==> src/rtl/lbs_pkg.sv <==
package lbs_pkg;

  typedef enum logic [1:0] {
    ST_NOSYNC = 2'd0,
    ST_ACQ    = 2'd1,
    ST_RESYNC = 2'd2,
    ST_INSYNC = 2'd3
  } lane_st_e;

  // status code bit order: {err, eof, kflag}
  localparam logic [2:0] CODE_IDLE   = 3'b000;
  localparam logic [2:0] CODE_COMMA  = 3'b011;
  localparam logic [2:0] CODE_ALIGN  = 3'b111;
  localparam logic [2:0] CODE_BONDED = 3'b010;
  localparam logic [2:0] CODE_PLLOFF = 3'b101;
  localparam logic [2:0] CODE_BADCHR = 3'b100;

endpackage

==> src/rtl/lbs_clkoff_watch.sv <==
module lbs_clkoff_watch #(
  parameter int CLKOFF_LIM = 16
) (
  input  logic clk,
  input  logic rst,
  input  logic refclk_en_i,
  output logic force_o
);
  localparam int CW = $clog2(CLKOFF_LIM + 1);
  localparam logic [CW-1:0] SAT  = CW'(CLKOFF_LIM);
  localparam logic [CW-1:0] TRIP = CW'(CLKOFF_LIM - 1);

  logic [CW-1:0] low_cnt_q;

  always_ff @(posedge clk) begin
    if (rst || refclk_en_i) begin
      low_cnt_q <= '0;
    end else if (low_cnt_q != SAT) begin
      low_cnt_q <= low_cnt_q + CW'(1);
    end
  end

  // trips on the edge that samples the CLKOFF_LIM-th low cycle
  assign force_o = !refclk_en_i && (low_cnt_q >= TRIP);

endmodule

==> src/rtl/lbs_err_monitor.sv <==
module lbs_err_monitor #(
  parameter int CONSEC_LIM  = 5,
  parameter int WIN_LEN     = 16,
  parameter int WIN_ERR_LIM = 9
) (
  input  logic clk,
  input  logic rst,
  input  logic active_i,
  input  logic char_valid_i,
  input  logic comma_i,
  input  logic dec_err_i,
  output logic fail_o
);
  localparam int CW = $clog2(CONSEC_LIM + 1);
  localparam int WW = $clog2(WIN_LEN + 1);
  localparam logic [CW-1:0] RUN_SAT  = CW'(CONSEC_LIM);
  localparam logic [CW-1:0] RUN_TRIP = CW'(CONSEC_LIM - 1);
  localparam logic [WW-1:0] POS_LAST = WW'(WIN_LEN - 1);
  localparam logic [WW-1:0] BAD_TRIP = WW'(WIN_ERR_LIM - 1);

  logic [CW-1:0] run_q;
  logic [WW-1:0] pos_q;
  logic [WW-1:0] bad_q;
  logic          word;
  logic          bad;
  logic          restart;

  assign word    = char_valid_i && !comma_i;
  assign bad     = word && dec_err_i;
  assign restart = rst || !active_i || (char_valid_i && comma_i);

  always_ff @(posedge clk) begin
    if (restart) begin
      run_q <= '0;
      pos_q <= '0;
      bad_q <= '0;
    end else if (word) begin
      if (bad) begin
        if (run_q != RUN_SAT) run_q <= run_q + CW'(1);
      end else begin
        run_q <= '0;
      end
      if (pos_q == POS_LAST) begin
        pos_q <= '0;
        bad_q <= '0;
      end else begin
        pos_q <= pos_q + WW'(1);
        bad_q <= bad_q + WW'(bad);
      end
    end
  end

  assign fail_o = active_i && bad && ((run_q >= RUN_TRIP) || (bad_q >= BAD_TRIP));

endmodule

==> src/rtl/lbs_lane_fsm.sv <==
module lbs_lane_fsm
  import lbs_pkg::*;
#(
  parameter int ACQ_COMMAS = 4
) (
  input  logic     clk,
  input  logic     rst,
  input  logic     char_valid_i,
  input  logic     comma_i,
  input  logic     dec_err_i,
  input  logic     pll_ok_i,
  input  logic     force_i,
  input  logic     solo_i,
  input  logic     deskew_done_i,
  input  logic     group_lock_i,
  input  logic     group_drop_i,
  input  logic     own_fail_i,
  output lane_st_e state_o,
  output logic [2:0] status_o
);
  localparam int AW = $clog2(ACQ_COMMAS + 1);
  localparam logic [AW-1:0] ACQ_LAST = AW'(ACQ_COMMAS - 1);

  lane_st_e      st_q, st_d;
  logic [AW-1:0] cnt_q, cnt_d;
  logic [2:0]    code_d;
  logic          got_comma, got_data, got_bad;

  assign got_comma = char_valid_i && comma_i;
  assign got_data  = char_valid_i && !comma_i && !dec_err_i;
  assign got_bad   = char_valid_i && !comma_i && dec_err_i;

  always_comb begin
    st_d  = st_q;
    cnt_d = cnt_q;
    if (force_i || !pll_ok_i) begin
      st_d  = ST_NOSYNC;
      cnt_d = '0;
    end else begin
      unique case (st_q)
        ST_NOSYNC: begin
          if (got_comma) begin
            st_d  = ST_ACQ;
            cnt_d = AW'(1);
          end
        end
        ST_ACQ: begin
          if (got_comma) begin
            if (cnt_q >= ACQ_LAST) st_d = ST_RESYNC;
            else                   cnt_d = cnt_q + AW'(1);
          end else if (char_valid_i) begin
            cnt_d = '0;
          end
        end
        ST_RESYNC: begin
          if (solo_i ? got_data : group_lock_i) st_d = ST_INSYNC;
        end
        ST_INSYNC: begin
          if (solo_i ? own_fail_i : group_drop_i) begin
            st_d  = ST_NOSYNC;
            cnt_d = '0;
          end
        end
        default: begin
          st_d  = ST_NOSYNC;
          cnt_d = '0;
        end
      endcase
    end
  end

  // status follows the state being entered, registered with it
  always_comb begin
    if (solo_i && !pll_ok_i) begin
      code_d = CODE_PLLOFF;
    end else begin
      unique case (st_d)
        ST_INSYNC: code_d = CODE_BONDED;
        ST_RESYNC: code_d = !deskew_done_i ? CODE_ALIGN :
                            (got_comma ? CODE_COMMA : CODE_IDLE);
        default:   code_d = got_comma ? CODE_COMMA :
                            (got_bad ? CODE_BADCHR : CODE_IDLE);
      endcase
    end
  end

  always_ff @(posedge clk) begin
    if (rst) begin
      st_q     <= ST_NOSYNC;
      cnt_q    <= '0;
      status_o <= CODE_IDLE;
    end else begin
      st_q     <= st_d;
      cnt_q    <= cnt_d;
      status_o <= code_d;
    end
  end

  assign state_o = st_q;

endmodule

==> src/rtl/lane_bond_sync.sv <==
module lane_bond_sync
  import lbs_pkg::*;
#(
  parameter int LANES       = 4,
  parameter int ACQ_COMMAS  = 4,
  parameter int CONSEC_LIM  = 5,
  parameter int WIN_LEN     = 16,
  parameter int WIN_ERR_LIM = 9,
  parameter int CLKOFF_LIM  = 16
) (
  input  logic               clk,
  input  logic               rst,
  input  logic               bond_mode_i,
  input  logic               refclk_en_i,
  input  logic               deskew_done_i,
  input  logic [LANES-1:0]   char_valid_i,
  input  logic [LANES-1:0]   comma_i,
  input  logic [LANES-1:0]   dec_err_i,
  input  logic [LANES-1:0]   pll_lock_i,
  output logic [3*LANES-1:0] status_o,
  output logic [LANES-1:0]   lol_o
);
  lane_st_e             lane_st [LANES];
  logic [LANES-1:0]     in_resync;
  logic [LANES-1:0]     in_sync;
  logic [LANES-1:0]     data_ok;
  logic [LANES-1:0]     lane_fail;
  logic [2*LANES-1:0]   st_flat;
  logic                 force_all;
  logic                 group_lock;
  logic                 group_drop;

  lbs_clkoff_watch #(.CLKOFF_LIM(CLKOFF_LIM)) u_clkoff (
    .clk         (clk),
    .rst         (rst),
    .refclk_en_i (refclk_en_i),
    .force_o     (force_all)
  );

  for (genvar g = 0; g < LANES; g++) begin : g_lane
    assign data_ok[g]   = char_valid_i[g] && !comma_i[g] && !dec_err_i[g];
    assign in_resync[g] = (lane_st[g] == ST_RESYNC);
    assign in_sync[g]   = (lane_st[g] == ST_INSYNC);
    assign st_flat[2*g +: 2] = lane_st[g];

    lbs_err_monitor #(
      .CONSEC_LIM  (CONSEC_LIM),
      .WIN_LEN     (WIN_LEN),
      .WIN_ERR_LIM (WIN_ERR_LIM)
    ) u_mon (
      .clk          (clk),
      .rst          (rst),
      .active_i     (in_sync[g] && pll_lock_i[g] && !force_all),
      .char_valid_i (char_valid_i[g]),
      .comma_i      (comma_i[g]),
      .dec_err_i    (dec_err_i[g]),
      .fail_o       (lane_fail[g])
    );

    lbs_lane_fsm #(.ACQ_COMMAS(ACQ_COMMAS)) u_fsm (
      .clk           (clk),
      .rst           (rst),
      .char_valid_i  (char_valid_i[g]),
      .comma_i       (comma_i[g]),
      .dec_err_i     (dec_err_i[g]),
      .pll_ok_i      (pll_lock_i[g]),
      .force_i       (force_all),
      .solo_i        (!bond_mode_i),
      .deskew_done_i (deskew_done_i),
      .group_lock_i  (group_lock),
      .group_drop_i  (group_drop),
      .own_fail_i    (lane_fail[g]),
      .state_o       (lane_st[g]),
      .status_o      (status_o[3*g +: 3])
    );
  end

  // bonded linkage: enter together, leave together
  assign group_lock = bond_mode_i && deskew_done_i && !force_all &&
                      (&in_resync) && (&data_ok) && (&pll_lock_i);
  assign group_drop = bond_mode_i && (|in_sync) &&
                      ((|lane_fail) || !(&pll_lock_i));

  assign lol_o = ~pll_lock_i;

endmodule

==> config.mk <==
export PLATFORM = sky130hd
export DESIGN_NAME = lane_bond_sync
export DESIGN_NICKNAME = d
export VERILOG_FILES = /design/src/rtl/lbs_pkg.sv /design/src/rtl/lbs_clkoff_watch.sv /design/src/rtl/lbs_err_monitor.sv /design/src/rtl/lbs_lane_fsm.sv /design/src/rtl/lane_bond_sync.sv
export SDC_FILE = /design/constraint.sdc
export NUM_CORES = 1
export LEC_CHECK = 0
export BUFFER_PORTS_ARGS = -buffer_cell sky130_fd_sc_hd__buf_2
export CELL_PAD_IN_SITES_DETAIL_PLACEMENT = 1
export CELL_PAD_IN_SITES_GLOBAL_PLACEMENT = 2
export CORE_MARGIN = 2
export CORE_UTILIZATION = 35
export DETAILED_ROUTE_END_ITERATION = 7
export GPL_TIMING_DRIVEN = 0
export PLACE_DENSITY_LB_ADDON = 0.1
export SLEW_MARGIN = 20
export SYNTH_ARGS = -nofsm -noshare
export SYNTH_HDL_FRONTEND = slang
export SYNTH_HIERARCHICAL = 1
export SYNTH_SLANG_ARGS = --single-unit
==> constraint.sdc <==
create_clock -name clk -period 6.8 [get_ports clk]
set_input_delay 0.68 -clock clk [delete_from_list [all_inputs] [get_ports clk]]
set_output_delay 0.68 -clock clk [all_outputs]
set_load 0.02 [all_outputs]
==> flow_summary_export.csv, run 1 <==
group,metric,value,unit
global_routing,grt_pass1_vias,4646,
worst_hold_path,holdCritPathClass,"flip-flop to flip-flop",
synthesis,syn_avg_cell_area,8.72,um^2
sta,slew_viol_final,0,
synthesis,synth-seq-cells,89,
placed_design,dp_slack,2.69,ns
power_and_ir_drop,p_per_area,193,nW/um^2
clock_network,cts_max_level,3,
sta,fin_skew,0.00707,ns
floorplan,io_pins,37,
final_layout,final_cell_mix,"dfxtp_1, nand2_1, a21oi_1, buf_2, ha_1",
synthesis,synth_warnings,6,
job,cap_violations,0,
floorplan,start_util,0.354,
final_layout,antennaDiodeCount,0,
drt,wl,13500,um
clock_network,cts.sinks,89,
synthesis,syn_nets,642,
sta,max_freq,0.244,GHz
worst_setup_path,worst_setup_path_start_kind,"flip-flop",
floorplan,die_area,15600,um^2
drt,drc,0,
global_routing,grt_antenna_before_repair,0,
synthesis,yosysSeqAreaShare,0.349,
floorplan,chipWidth,125,um
final_layout,drive_above_1_share,0.149,
global_routing,grt_overflow_total,0,
worst_setup_path,critPathArrivalTime,4.36,ns
worst_setup_path,cp_max_fo,9,
drt,dr.pass1.iters,4,
final_layout,nets,688,
global_routing,grt_pass1_wl,23000,um
worst_setup_path,endpoint_kind,"flip-flop",
clock_network,clock_latency,0.34,ns
drt,ant_nets,0,
floorplan,core,14400,um^2
clock_network,ctsResizeCount,0,
sta,hold_viol,0,
sta,grt_setup_unrepaired,"no",
drt,wl_per_cell,16.5,um
clock_network,clockRootBuffer,"clkbuf_16",
placed_design,place_hpwl,9940,um
clock_network,cts_setup_buffers,0,
power_and_ir_drop,ir_drop,0.109,mV
synthesis,synth_edf_count,0,
floorplan,num_rows,44,
sta,setup_viol,0,
drt,drt-vias-per-instance,5.47,
sta,finalCriticalPeriod,4.10,ns
drt,drt_iter0_markers,211,
placed_design,routabilityCongestion,0.794,
sta,fin_ws,2.70,ns
synthesis,synth.distinct_cells,53,
final_layout,syn2layout_area_growth,13.6,%
run_status,status,"finished, final reports clean",
drt,vias,4491,
global_routing,track_usage,0.178,
sta,final.period_utilization,0.602,
synthesis,ys.flop_type,"dfxtp_1",
placed_design,io_buffers,35,
clock_network,cts_hold_buffers,0,
global_routing,grt_max_degree,17,
clock_network,clockBufferDepth,2,
clock_network,clk_pin_slew_worst_paths,0.06,ns
power_and_ir_drop,total_power,1.12,mW
synthesis,async_flop_share,0,
power_and_ir_drop,p_leak,2.21,nW
floorplan,die_y,125,um
final_layout,layout_commonest_cell,"dfxtp_1",
final_layout,nFillCells,1747,
worst_setup_path,worstPathRequired,7.06,ns
sta,slew_headroom,0.456,
synthesis,synth_cells,586,
clock_network,cts_tree,"yes",
synthesis,netlist_area,5110,um^2
clock_network,cts_buffers,9,
worst_setup_path,path_class,"flip-flop to flip-flop",
sta,worstMarginPinSlew,0.816,ns
sta,setup_tns,0,ns
-- report_power, final --
| group | switching [mW] | leakage (nW) | internal [mW] |
|---|---|---|---|
| Clock | 0.203 | 0.144 | 0.294 |
| Combinational | 0.0593 | 1.35 | 0.0338 |
| Sequential | 0.00342 | 0.720 | 0.527 |
-- worst paths after layout --
path / startpoint / depth (start not counted) / to / slack, ns
worst max-delay path: u_clkoff/low_cnt_q[0] / 15 / g_lane[2].u_fsm/status_o[2] / 2.70
worst min-delay path: g_lane[3].u_mon/bad_q[0] / 2 / g_lane[3].u_mon/bad_q[0] / 0.47
worst max register to register: u_clkoff/low_cnt_q[0] / 15 / g_lane[2].u_fsm/status_o[2] / 2.70
worst min register to register: g_lane[3].u_mon/bad_q[0] / 2 / g_lane[3].u_mon/bad_q[0] / 0.47
-- logic make-up (layout without fill, tap and decap cells) --
logic type,Yosys count,in the layout,synth area share
adder cells (fa/ha/maj),35,35,0.0857
AND/OR/NAND/NOR,279,279,0.329
multiplexers,19,19,0.0404
flip-flops,89,89,0.349
buffers and inverters,47,98,0.0468
AO/OA/AOI/OAI,108,108,0.134
XOR/XNOR,9,9,0.0154
-- registers in the layout, indices dropped and copies added, names as in the netlist --
| register | count |
|---|---|
| g_lane.u_fsm/cnt_q | 12 |
| g_lane.u_mon/pos_q | 20 |
| u_clkoff/low_cnt_q | 5 |
| g_lane.u_fsm/status_o | 12 |
| g_lane.u_fsm/state_o | 8 |
| g_lane.u_mon/run_q | 12 |
| g_lane.u_mon/bad_q | 20 |
-- synth_stat cells, types with 10 or more instances --
library cell   n  area [um^2]
nor2_1        30          113
o21ai_0       24          120
nand3_1       29          145
nand3b_1      20          150
nor3_1        29          145
a21oi_1       37          185
mux2i_1       12          120
nand4_1       15         93.8
ha_1          35          438
nand2_1       56          210
nand2b_1      12         75.1
or3_1         12         75.1
inv_1         21         78.8
and4b_1       10          100
dfxtp_1       89         1780
-- layout make-up --
class                      count  area (um^2)  share of cell area
clock buffer                  13          250              0.0431
inverter                      25         93.8              0.0162
timing repair buffer          35          175              0.0302
multi-input combinational    450         3090               0.532
buffer                        22          145              0.0250
sequential                    89         1780               0.307
clock inverter                 3         40.0             0.00690
tap                          184          230              0.0396
-- metrics by stage --
step           area [um^2]  utilization  hold WS [ns]  instances
5_1_grt               5810        0.403         0.499        821
6_report              5810        0.403         0.467        821
3_5_place_dp          5520        0.382         0.463        805
3_3_place_gp          5520        0.382         0.448        805
4_1_cts               5810        0.403         0.472        821
2_1_floorplan         5110            -         0.441        586
-- worst max-delay path, cell delays in order (launching register included) --
cell and delay [ns]:
dfxtp_1 0.41, ha_1 0.21, and3_2 0.18, ha_1 0.13, nor2_1 0.04, a21oi_1 0.63
and4b_1 0.31, o311a_1 0.17, or4_1 0.53, o21ai_1 0.14, a41oi_1 0.12, mux2_2 0.35
nand2_1 0.07, a2bb2oi_1 0.15, or3b_1 0.39, a31oi_1 0.18
-- per-layer routing --
| metal | vias up | GRT usage | wire, um |
|---|---|---|---|
| met2 | 42 | 0.296 | 6220 |
| met3 | 17 | 0.0284 | 349 |
| met5 | - | 0 | 0 |
| met1 | 2181 | 0.233 | 6700 |
| li1 | 2251 | - | - |
| met4 | 0 | 0.0647 | 251 |
(Power assumes the default switching activity.)
==> run 2, diff against run 1 <==
--- a/config.mk
+++ b/config.mk
@@ -5,11 +5,12 @@
 export SDC_FILE = /design/constraint.sdc
 export NUM_CORES = 1
 export LEC_CHECK = 0
+export ABC_AREA = 1
 export BUFFER_PORTS_ARGS = -buffer_cell sky130_fd_sc_hd__buf_2
 export CELL_PAD_IN_SITES_DETAIL_PLACEMENT = 1
 export CELL_PAD_IN_SITES_GLOBAL_PLACEMENT = 2
 export CORE_MARGIN = 2
-export CORE_UTILIZATION = 35
+export CORE_UTILIZATION = 34
 export DETAILED_ROUTE_END_ITERATION = 7
 export GPL_TIMING_DRIVEN = 0
 export PLACE_DENSITY_LB_ADDON = 0.1
==> constraint.sdc (replaced) <==
create_clock -name clk -period 3.8 [get_ports clk]
set_input_delay 0.38 -clock clk [delete_from_list [all_inputs] [get_ports clk]]
set_output_delay 0.38 -clock clk [all_outputs]
set_load 0.02 [all_outputs]
==> run 2 against run 1 <==
Sequential power up 80%. Worst setup slack got worse by 2.4 ns. Wire length grew 8.6%. Count of clock-buffer cells in the layout down 3. Maximum frequency grew 18%. Global-route usage rose by 0.46 points. Clock skew fell by 0.0022 ns. Sequential cell count stayed put. Die area up 9.5%. Total power is 89% higher. Largest cell class unchanged.
==> flow_summary_export.csv, run 2 <==
group,metric,value,unit
clock_network,cts_hold_buffers,0,
worst_setup_path,r2r-start,"u_clkoff/low_cnt_q[0]",
worst_hold_path,worstHoldStart,"refclk_en_i",
synthesis,yosysMostFrequentCell,"nand2_1",
placed_design,place_area,5920,um^2
worst_setup_path,critPathArrivalTime,3.73,ns
worst_setup_path,worst_setup_path_start_kind,"flip-flop",
worst_hold_path,holdCritPathClass,"input pin to flip-flop",
floorplan,start_util,0.346,
final_layout,antennaDiodeCount,0,
global_routing,track_usage,0.182,
sta,grt_setup_unrepaired,"no",
final_layout,stdcell_area,6260,um^2
clock_network,cts_setup_buffers,0,
clock_network,clock_latency,0.34,ns
clock_network,cts_buffers,9,
sta,fin_ws,0.320,ns
power_and_ir_drop,p_int,1.58,mW
floorplan,io_pins,37,
global_routing,grt_pass1_vias,5359,
sta,slew_headroom,0.587,
floorplan,die_y,131,um
worst_setup_path,critPathLaunch,"u_clkoff/low_cnt_q[0]",
worst_setup_path,path_cells,"ha_1 -> nand2_1 -> nor2_1 -> ha_1 -> nor2_1 -> a21oi_2 -> buf_6 -> nor3_1 -> inv_1 -> nor4_2 -> nor2_1 -> nand2_1 -> nor3_1 -> nor2_2 -> nand2_2 -> nand3_4 -> nand2_1 -> inv_1 -> nand3_1 -> nand2_2 -> nand3_1 -> a21oi_1",
worst_setup_path,path_delay_family,"simple AND/OR/NAND/NOR gates",
power_and_ir_drop,combPwrFrac,0.092,
synthesis,async_flop_share,0,
synthesis,synth_warnings,6,
drt,ant_nets,0,
clock_network,cts.sinks,89,
clock_network,clockRootBuffer,"clkbuf_16",
power_and_ir_drop,swShare,0.254,
sta,hold_viol,0,
floorplan,chipWidth,131,um
synthesis,synth-seq-cells,89,
sta,max_freq,0.287,GHz
worst_setup_path,cp_num_buf_inv,3,
final_layout,nFillCells,2096,
placed_design,io_buffers,36,
synthesis,synth.distinct_cells,26,
sta,worstMarginPinSlew,0.620,ns
synthesis,synthTopCellsByArea,"dfxtp_1, nand2_1, nor2_1",
sta,slew_viol_final,0,
worst_setup_path,worstPathRequired,4.05,ns
synthesis,yosysSeqAreaShare,0.327,
final_layout,layout_commonest_cell,"nand2_1",
global_routing,grt_overflow_total,0,
synthesis,synth_edf_count,0,
sta,finalCriticalPeriod,3.48,ns
final_layout,nets,915,
synthesis,synth_top_area_cell,"dfxtp_1",
power_and_ir_drop,p_per_area,338,nW/um^2
worst_setup_path,endpoint_kind,"flip-flop",
worst_hold_path,hold_end,"u_clkoff/low_cnt_q[1]",
final_layout,syn2layout_area_growth,14.7,%
drt,wl,14700,um
power_and_ir_drop,pwr-share-clk,0.455,
floorplan,core,15800,um^2
synthesis,syn_nets,867,
worst_setup_path,cp_max_fo,8,
synthesis,netlist_area,5450,um^2
final_layout,final_cell_mix,"nand2_1, nor2_1, inv_1",
power_and_ir_drop,p_leak,2.59,nW
drt,drt-vias-per-instance,4.82,
power_and_ir_drop,p_sw,0.536,mW
worst_setup_path,reg2reg_slack,0.32,ns
clock_network,cts_tree,"yes",
drt,wl_per_cell,13.6,um
sta,setup_tns,0,ns
drt,vias,5205,
placed_design,place_hpwl,11300,um
run_status,status,"finished, final reports clean",
sta,final.period_utilization,0.916,
worst_hold_path,hold_depth,4,
drt,drt_iter0_markers,166,
job,cap_violations,0,
placed_design,routabilityCongestion,0.794,
synthesis,syn_avg_cell_area,6.73,um^2
sta,fin_skew,0.00488,ns
floorplan,num_rows,46,
clock_network,clk_pin_slew_worst_paths,0.06,ns
global_routing,grt_pass1_wl,24800,um
worst_setup_path,reg2reg_depth,22,
synthesis,synth_cells,811,
drt,drc,0,
sta,holdWs,0.363,ns
sta,setup_viol,0,
synthesis,netlist.area_leader.share,0.327,
final_layout,final_util,0.397,
power_and_ir_drop,ir_drop,0.201,mV
power_and_ir_drop,seqPwrFrac,0.453,
placed_design,dp_slack,-0.123,ns
drt,dr.pass1.iters,4,
global_routing,grt_antenna_before_repair,0,
synthesis,synthTopCellsByCount,"nand2_1, nor2_1, inv_1, dfxtp_1, a21oi_1",
worst_setup_path,cpPeakStageDelay,0.38,ns
clock_network,clockBufferDepth,2,
final_layout,reg_top3,"g_lane.u_mon/bad_q (20), g_lane.u_mon/pos_q (20)",
clock_network,cts_max_level,3,
worst_setup_path,crit_path_top_delay_cell,"nor3_1",
floorplan,die_area,17100,um^2
final_layout,drive_above_1_share,0.152,
worst_setup_path,path_class,"flip-flop to flip-flop",
synthesis,ys.flop_type,"dfxtp_1",
worst_setup_path,reg2reg_to,"g_lane[1].u_fsm/status_o[0]",
global_routing,grt_max_degree,30,
[run 2: cell types whose count changed in the layout (fill, tap and decap cells not counted), moves of 14 or more]
| cell | delta |
|---|---|
| a21oi_1 | +34 |
| nand3_1 | +31 |
| inv_1 | +85 |
| nand3b_1 | -16 |
| nor3_1 | -17 |
| nand2_1 | +117 |
| nor2_4 | +14 |
| nor2_1 | +91 |
[run 2: layout make-up]
type                       count  area, um^2  share of cell area
clock buffer                  10         229              0.0366
clock inverter                 6        82.6              0.0132
inverter                     127         487              0.0778
multi-input combinational    595        3220               0.514
sequential                    89        1780               0.285
tap                          216         270              0.0432
timing repair buffer          37         191              0.0306
[run 2: worst max path at each step]
stage	endpoint	slack, ns	cells after the start
CTS	g_lane[1].u_fsm/status_o[0]	0.13	22
detailed placement	g_lane[1].u_fsm/status_o[0]	-0.12	22
finish	g_lane[1].u_fsm/status_o[0]	0.32	22
global placement	g_lane[1].u_fsm/status_o[0]	-0.31	21
global route	g_lane[1].u_fsm/status_o[0]	0.008	22
floorplan	g_lane[0].u_fsm/status_o[1]	0.83	20
[run 2: per-stage QoR]
stage                     power, mW  std cells
after detailed placement       1.17       1064
after CTS                      2.15       1080
after global placement         1.17       1063
after global routing           2.22       1080
final                          2.11       1080
after floorplan                1.10        811
[run 2: worst reg2reg max path, cell delays in order (launching register included)]
cell	delay [ns]
dfxtp_1	0.33
ha_1	0.23
nand2_1	0.07
nor2_1	0.04
ha_1	0.17
nor2_1	0.11
a21oi_2	0.10
buf_6	0.17
nor3_1	0.39
inv_1	0.10
nor4_2	0.35
nor2_1	0.08
nand2_1	0.08
nor3_1	0.06
nor2_2	0.29
nand2_2	0.11
nand3_4	0.10
nand2_1	0.06
inv_1	0.06
nand3_1	0.11
nand2_2	0.10
nand3_1	0.07
a21oi_1	0.19
[run 2: power groups by stage]
stage / Combinational (mW) / Sequential [mW] / Clock [mW]
final: 0.195 / 0.957 / 0.962
after detailed placement: 0.196 / 0.979 / 0
after floorplan: 0.115 / 0.984 / 0
after global routing: 0.222 / 0.958 / 1.04
after CTS: 0.197 / 0.957 / 0.992
after global placement: 0.191 / 0.978 / 0
[run 2: logic make-up after synthesis]
| family | count (synthesis) | share of synthesized area |
|---|---|---|
| fa+ha+maj | 35 | 0.0803 |
| flops | 89 | 0.327 |
| simple gates | 439 | 0.386 |
| buf+inv | 127 | 0.0892 |
| xor+xnor | 5 | 0.00803 |
| compound gates | 116 | 0.110 |
[run 2: what timing repair did]
| action | in CTS | in global routing |
|---|---|---|
| cloned | 0 | 0 |
| resized for setup | 3 | 2 |
| endpoints found under the setup margin | 9 | 7 |
[run 2: per-layer routing]
metal  GRT usage  part of all wire  vias to the layer above
met3      0.0346             0.023                        8
li1            -                 -                     2700
met5           0                 0                        -
met2       0.320              0.48                       36
met4      0.0451            0.0076                        0
met1       0.231              0.49                     2461
